File: src/rtl/alu_slice_pkg.sv
// Package: shared select-bit positions and named function codes for the
// arithmetic logic slice. Assumes a 4-bit function select.
package alu_slice_pkg;
    // Select bit that lets B into the X term.
    localparam int SEL_X_B  = 0;
    // Select bit that lets ~B into the X term.
    localparam int SEL_X_NB = 1;
    // Select bit that lets A&~B into the Y term.
    localparam int SEL_Y_NB = 2;
    // Select bit that lets A&B into the Y term.
    localparam int SEL_Y_B  = 3;

    localparam logic [3:0] FN_PASS  = 4'b0000;
    localparam logic [3:0] FN_ONES  = 4'b0011;
    localparam logic [3:0] FN_SUB   = 4'b0110;
    localparam logic [3:0] FN_ADD   = 4'b1001;
    localparam logic [3:0] FN_SHIFT = 4'b1100;
    localparam logic [3:0] FN_DEC   = 4'b1111;
endpackage

File: src/rtl/alu_term_cell.sv
// Module: one bit position of the slice. It forms the X term (propagate
// form) and the Y term (generate form) from one bit of A and B under the
// function select. Assumes Y can only be high when X is high.
module alu_term_cell
    import alu_slice_pkg::*;
(
    input  logic       a_bit,
    input  logic       b_bit,
    input  logic [3:0] sel,
    output logic       x_term,
    output logic       y_term
);
    // Form the two per-bit terms.
    always_comb begin
        x_term = a_bit | (b_bit & sel[SEL_X_B]) | (~b_bit & sel[SEL_X_NB]);
        y_term = a_bit & ((b_bit & sel[SEL_Y_B]) | (~b_bit & sel[SEL_Y_NB]));
    end
endmodule

File: src/rtl/alu_carry_net.sv
// Module: carry network. It ripples the active-high carry through the X/Y
// terms, and separately forms the group propagate and generate terms used
// by an external look-ahead unit. Assumes y[i] implies x[i].
module alu_carry_net #(
    parameter int WIDTH = 4
) (
    input  logic [WIDTH-1:0] x_vec,
    input  logic [WIDTH-1:0] y_vec,
    input  logic             cin,
    output logic [WIDTH-1:0] bit_carry,
    output logic             cout,
    output logic             grp_p,
    output logic             grp_g
);
    logic [WIDTH:0]   chain;
    logic [WIDTH-1:0] gen_acc;

    assign chain[0] = cin;

    genvar i;
    generate
        for (i = 0; i < WIDTH; i++) begin : g_ripple
            // Carry into the next bit position.
            assign chain[i+1] = y_vec[i] | (x_vec[i] & chain[i]);
        end
        // Group generate accumulated from the LSB, with no carry in.
        assign gen_acc[0] = y_vec[0];
        for (i = 1; i < WIDTH; i++) begin : g_group
            assign gen_acc[i] = y_vec[i] | (x_vec[i] & gen_acc[i-1]);
        end
    endgenerate

    // Outputs: per-bit carries, ripple carry out and group terms.
    always_comb begin
        bit_carry = chain[WIDTH-1:0];
        cout      = chain[WIDTH];
        grp_p     = &x_vec;
        grp_g     = gen_acc[WIDTH-1];
    end
endmodule

File: src/rtl/alu_sum_stage.sv
// Module: result stage. It combines the per-bit half sum with the incoming
// carry. Logic mode forces the carry high into every bit, which turns the
// half sum into its complement. Assumes y[i] implies x[i].
module alu_sum_stage #(
    parameter int WIDTH = 4
) (
    input  logic [WIDTH-1:0] x_vec,
    input  logic [WIDTH-1:0] y_vec,
    input  logic [WIDTH-1:0] bit_carry,
    input  logic             logic_mode,
    output logic [WIDTH-1:0] res,
    output logic             all_ones
);
    logic [WIDTH-1:0] half_sum;
    logic [WIDTH-1:0] eff_carry;

    // Half sum, carry gated by the mode, then the result and its all-ones flag.
    always_comb begin
        half_sum  = x_vec & ~y_vec;
        eff_carry = bit_carry | {WIDTH{logic_mode}};
        res       = half_sum ^ eff_carry;
        all_ones  = &res;
    end
endmodule

File: src/rtl/alu_slice.sv
// Module: top of the arithmetic logic slice. Purely combinational.
// Carry in, carry out and the group terms are active low. Assumes the
// caller forces a carry in when an exact A-B is wanted.
module alu_slice #(
    parameter int WIDTH = 4
) (
    input  logic [WIDTH-1:0] opa,
    input  logic [WIDTH-1:0] opb,
    input  logic [3:0]       fsel,
    input  logic             logic_mode,
    input  logic             carry_in_n,
    output logic [WIDTH-1:0] res,
    output logic             carry_out_n,
    output logic             grp_prop_n,
    output logic             grp_gen_n,
    output logic             res_all_ones
);
    logic [WIDTH-1:0] x_vec;
    logic [WIDTH-1:0] y_vec;
    logic [WIDTH-1:0] bit_carry;
    logic             cout;
    logic             grp_p;
    logic             grp_g;

    genvar i;
    generate
        for (i = 0; i < WIDTH; i++) begin : g_bit
            alu_term_cell u_cell (
                .a_bit  (opa[i]),
                .b_bit  (opb[i]),
                .sel    (fsel),
                .x_term (x_vec[i]),
                .y_term (y_vec[i])
            );
        end
    endgenerate

    alu_carry_net #(.WIDTH(WIDTH)) u_carry (
        .x_vec     (x_vec),
        .y_vec     (y_vec),
        .cin       (~carry_in_n),
        .bit_carry (bit_carry),
        .cout      (cout),
        .grp_p     (grp_p),
        .grp_g     (grp_g)
    );

    alu_sum_stage #(.WIDTH(WIDTH)) u_sum (
        .x_vec      (x_vec),
        .y_vec      (y_vec),
        .bit_carry  (bit_carry),
        .logic_mode (logic_mode),
        .res        (res),
        .all_ones   (res_all_ones)
    );

    // Convert the carry and group outputs to active-low polarity.
    always_comb begin
        carry_out_n = ~cout;
        grp_prop_n  = ~grp_p;
        grp_gen_n   = ~grp_g;
    end
endmodule

File: config.mk
export PLATFORM = sky130hd
export DESIGN_NAME = alu_slice
export DESIGN_NICKNAME = d
export VERILOG_FILES = /design/src/rtl/alu_slice_pkg.sv /design/src/rtl/alu_term_cell.sv /design/src/rtl/alu_carry_net.sv /design/src/rtl/alu_sum_stage.sv /design/src/rtl/alu_slice.sv
export SDC_FILE = /design/constraint.sdc
export NUM_CORES = 1
export LEC_CHECK = 0
export CAP_MARGIN = 20
export CORE_AREA = 2 2 39 41
export DETAILED_ROUTE_END_ITERATION = 7
export DIE_AREA = 0 0 41 43
export PLACE_DENSITY_LB_ADDON = 0.05
export SLEW_MARGIN = 20
export SYNTH_ARGS = -nofsm -noshare
export SYNTH_HDL_FRONTEND = slang
export SYNTH_SLANG_ARGS = --single-unit
export TNS_END_PERCENT = 30
File: constraint.sdc
create_clock -name vclk -period 1.6
set_input_delay 0.24 -clock vclk [all_inputs]
set_output_delay 0.24 -clock vclk [all_outputs]
set_load 0.02 [all_outputs]
== Yosys cells after proc, flatten, opt, wreduce, memory -nomap -nowiden ==
Cells that the tools add are included.
Word-level totals
  word-level logic and storage cells: 60
  register bits after elaboration: 0
  input bits: 14
Operators by class
  bitwise operators: 58
  reduce and logical (&&, ||, !) cells: 2
Operator list (number)
  $and A1 B1 Y1: 27
  $or A1 B1 Y1: 19
  $not A1 Y1: 8
  $reduce_and A4 Y1: 2
  $and A4 B4 Y4: 1
  $not A4 Y4: 1
  $or A4 B4 Y4: 1
  $xor A4 B4 Y4: 1

== Logic depth before layout (Yosys ltp) ==
  word-level depth: 12
  mapped depth: 5
  mapped depth without buffers: 5

== By module ==
A second synthesis with hierarchy kept.
Unflattened totals
  cells, all modules: 45
  area, all modules: 290.3 um^2
Modules (own cells, without submodules)
  alu_term_cell: cells each 4, area each 31.3 um^2, times used 4
  alu_sum_stage: cells each 13, area each 83.8 um^2, times used 1
  alu_carry_net: cells each 12, area each 66.3 um^2, times used 1
  alu_slice: cells each 4, area each 15.0 um^2, times used 1

== Worst setup path after synthesis ==
No wires, ideal clock.
  path kind: input to output
  start: input port opb[1]
  end: output port res_all_ones
  stages on the path: 5
  data arrival time: 2.082 ns
  buffers on the path: 0
  path slack: -0.722 ns
  data required time: 1.360 ns
  path through: mux2_1 o211ai_1 o211ai_1 xor2_1 nor4b_1
Between the ends
  elaborated cells between the ends (all ways): 18
  classes of those cells: 17 x bitwise; 1 x reduce/logical
RTL lines
  start: declaration: RTL line alu_slice.sv:8  | input logic [WIDTH-1:0] opb,
  $and A1 B1 Y1 / $not A1 Y1 (equally long branches): RTL line alu_term_cell.sv:15, alu_term_cell.sv:16
  $or A1 B1 Y1 (tied with other cells): RTL line alu_term_cell.sv:15  | x_term = a_bit | (b_bit & sel[SEL_X_B]) | (~b_bit & sel[SEL_X_NB]);
  $or A1 B1 Y1 (on tied branches): RTL line alu_term_cell.sv:15, alu_term_cell.sv:16
  $and A1 B1 Y1 (on tied branches): RTL line alu_carry_net.sv:24, alu_term_cell.sv:16
  $or A1 B1 Y1 *: RTL line alu_carry_net.sv:24  | assign chain[i+1] = y_vec[i] | (x_vec[i] & chain[i]);
  $or A4 B4 Y4 *: RTL line alu_sum_stage.sv:20  | eff_carry = bit_carry | {WIDTH{logic_mode}};
  $xor A4 B4 Y4 *: RTL line alu_sum_stage.sv:21  | res = half_sum ^ eff_carry;
  net res[2]: RTL line alu_slice.sv:12  | output logic [WIDTH-1:0] res,
  $reduce_and A4 Y1 *: RTL line alu_sum_stage.sv:22  | all_ones = &res;
  end: declaration: RTL line alu_slice.sv:16  | output logic res_all_ones
The timed path passes the listed nets; every way through them passes the cells marked *.

== Worst setup path in the final report ==
  start: input port opb[0]
  end: output port res_all_ones
Between the ends
  word-level cells in the longest chain between the ends: 12
  elaborated cells between the ends (all ways): 20
  classes of those cells: 19 x bitwise; 1 x reduce/logical
Ends and longest elaborated chain (RTL line)
  $and A1 B1 Y1 / $not A1 Y1 (equally long branches): alu_term_cell.sv:15, alu_term_cell.sv:16
  $or A1 B1 Y1 (tied with other cells): alu_term_cell.sv:15
  $or A1 B1 Y1 (on tied branches): alu_term_cell.sv:15, alu_term_cell.sv:16
  $and A1 B1 Y1 (on tied branches): alu_carry_net.sv:24, alu_term_cell.sv:16
  $or A1 B1 Y1: alu_carry_net.sv:24
  $and A1 B1 Y1: alu_carry_net.sv:24
  $or A1 B1 Y1: alu_carry_net.sv:24
  $and A1 B1 Y1: alu_carry_net.sv:24
  $or A1 B1 Y1: alu_carry_net.sv:24
  $or A4 B4 Y4: alu_sum_stage.sv:20
  $xor A4 B4 Y4 *: alu_sum_stage.sv:21
  $reduce_and A4 Y1 *: alu_sum_stage.sv:22
Every way passes the cells marked *; elsewhere a longest branch is shown, timed or not.

==> impl_metrics.json <==
{
  "placed_cells": 100,
  "first_iter_violations": 5,
  "finalSetupViolCount": 7,
  "fin_crit_ps": 1950,
  "hold_path_end": "grp_prop_n",
  "wl_per_cell_um": 11.3,
  "syn_avg_cell_area_um2": 7.65,
  "rows": 14,
  "area_delta_synth_final_pct": 159,
  "place_area_um2": 759,
  "path_class": "input pin to output pin",
  "syn_inst": 43,
  "wl_mm": 1.19,
  "ir_drop_mv": 0.170,
  "synth_fp_nets": 57,
  "holdCritPathClass": "input pin to output pin",
  "met2_length_um": 645,
  "antenna_found_initial": 0,
  "io_buffers": 22,
  "grt_use_total_pct": 15.3,
  "regArea_um2": 0,
  "yosys_warnings": 0,
  "die_y_um": 43,
  "grt_overflow_total": 0,
  "path_max_fanout": 3,
  "violations": "negative setup slack",
  "holdCritStartpoint": "opa[1]",
  "hpwl_um": 931,
  "top_layer": "met3",
  "multi_input_area_um2": 459,
  "clkbuf_count": 0,
  "maxCapViolations": 0,
  "post_drt_via_cell_ratio": 4.89,
  "worstMarginPinSlew_ps": 313,
  "dp_slack_ps": -1310,
  "vias": 518,
  "grt_max_degree": 6,
  "stdcell_count": 106,
  "timing.final.ws_setup_ps": -354,
  "die_w_um": 41,
  "gp_congestion": 0.781,
  "required_ps": 1360,
  "fin_crit_sh_pct": 122,
  "syn-cell-area_um2": 329,
  "power.density_mw_per_mm2": 399,
  "dieArea_mm2": 0.00176,
  "crit_arrival_ps": 1710,
  "wl_met1_um": 519,
  "n_fill_cell": 137,
  "yosysUniqueCellTypes": 23,
  "drc": 0,
  "pin_count": 22,
  "hold_viol_final": 0,
  "synth-seq-area-share_pct": 0,
  "min_path_cells": 4,
  "grt_pass1_vias": 503,
  "fmaxAchievable_mhz": 512,
  "met3_length_um": 29,
  "cp-end-kind": "output pin",
  "ant_nets": 0,
  "grt_first_pass_wirelength_mm": 2.02,
  "drtPass1Iterations": 4,
  "design_area_um2": 852,
  "n_antenna_cell": 0,
  "drv_slew": 0,
  "leakagePower_nw": 0.398,
  "coreArea_mm2": 0.00138,
  "status": "complete, but fails checks",
  "cp-start-kind": "input pin",
  "fin_nets": 106,
  "setup-tns-final_ps": -1150,
  "start_util_pct": 23.8,
  "slew-limit-headroom_pct": 79.0,
  "n_sequential_cell": 0,
  "drive_above_1_share_pct": 75.6,
  "rsz0062_at_grt": "yes"
}
## worst max path at each step
stage / start / end / slack, ps
floorplan: opb[1] / res_all_ones / -210
global placement: opb[0] / res_all_ones / -1260
detailed placement: opb[0] / res_all_ones / -1310
CTS: opb[0] / res_all_ones / -420
global route: opb[0] / res_all_ones / -420
finish: opb[0] / res_all_ones / -350
## critical path, cell delays in order
cell and delay [ps]:
buf_8 100, mux2_4 310, o21bai_4 160, a311oi_4 120
o311a_1 350, nor4b_4 250, buf_4 170
## power breakdown
group	internal (mW)	leakage, nW	total [mW]	switching [mW]
combinational	0.189	0.398	0.340	0.152
clock	0	0	0	0
sequential	0	0	0	0
## Yosys cell counts
master,number,area (µm²)
and2_1,4,25.0
nor2b_1,4,25.0
a21oi_1,3,15.0
mux2_2,3,33.8
mux2i_1,3,30.0
nand2_1,3,11.3
o211ai_1,3,22.5
o21ai_0,3,15.0
a211o_1,2,17.5
nor2_1,2,7.51
a2111oi_1,1,10.0
a211oi_1,1,7.51
a311oi_1,1,8.76
mux2_1,1,11.3
mux2_4,1,15.0
nand3_1,1,5.00
nor2_2,1,6.26
nor4b_1,1,8.76
o21bai_4,1,18.8
o311a_1,1,10.0
or3_2,1,7.51
xnor2_1,1,8.76
xor2_1,1,8.76
## routing by layer
layer / up-vias / track usage (%)
li1: 265 / -
met1: 245 / 21.4
met2: 8 / 26.9
met3: 0 / 0
met4: 0 / 0
met5: - / 0
## cell families after synthesis
family	Yosys count	synth area share, %
and+or+nand+nor	17	29.3
AOI/OAI and AO/OA	16	38.0
xor gates and xnor gates	2	5.32
muxes	8	27.4
## cell type report
class / count / share of cell area [%]
multi-input combinational: 43 / 53.9
tap: 16 / 2.35
timing repair buffer: 47 / 43.8
## stage by stage
step                util, %  power, mW  hold WS, ps
floorplan                 -      0.146          717
global placement       54.9      0.305         1850
detailed placement     54.9      0.306         1850
CTS                    60.5      0.322         1170
global route           61.6      0.366         1120
finish                 61.6      0.340         1100
## cell usage in the layout (no fill, tap or decap)
| master | instances |
|---|---|
| a311oi_4 | 1 |
| mux2_2 | 1 |
| a211oi_2 | 1 |
| and2_1 | 3 |
| a211o_1 | 1 |
| nor2_1 | 2 |
| or3_2 | 1 |
| nand2_2 | 2 |
| o21ai_0 | 2 |
| dlymetal6s2s_1 | 1 |
| a21oi_2 | 2 |
| clkbuf_2 | 3 |
| mux2_4 | 4 |
| buf_6 | 6 |
| buf_8 | 1 |
| xnor2_2 | 1 |
| o211ai_1 | 3 |
| nor2b_2 | 3 |
| mux2i_4 | 1 |
| buf_2 | 6 |
| o21bai_4 | 1 |
| dlygate4sd2_1 | 2 |
| mux2i_1 | 2 |
| buf_4 | 26 |
| and2_4 | 1 |
| clkdlybuf4s15_1 | 2 |
| o311a_1 | 1 |
| nand2_4 | 1 |
| nor4b_4 | 1 |
| nor2_4 | 1 |
| xor2_2 | 1 |
| nor2b_1 | 1 |
| a2111oi_2 | 1 |
| nand3_2 | 1 |
| o21ai_1 | 1 |
| a211o_4 | 1 |
| a21oi_1 | 1 |
## repair_timing
action / in CTS / in global routing
hold buffers: 0 / 0
pin swaps: 10 / 11
gates resized for setup: 78 / 26
endpoints found under the setup margin: 8 / 8
setup buffers: 7 / 0
Note: power is estimated with default switching activity, not from simulation.
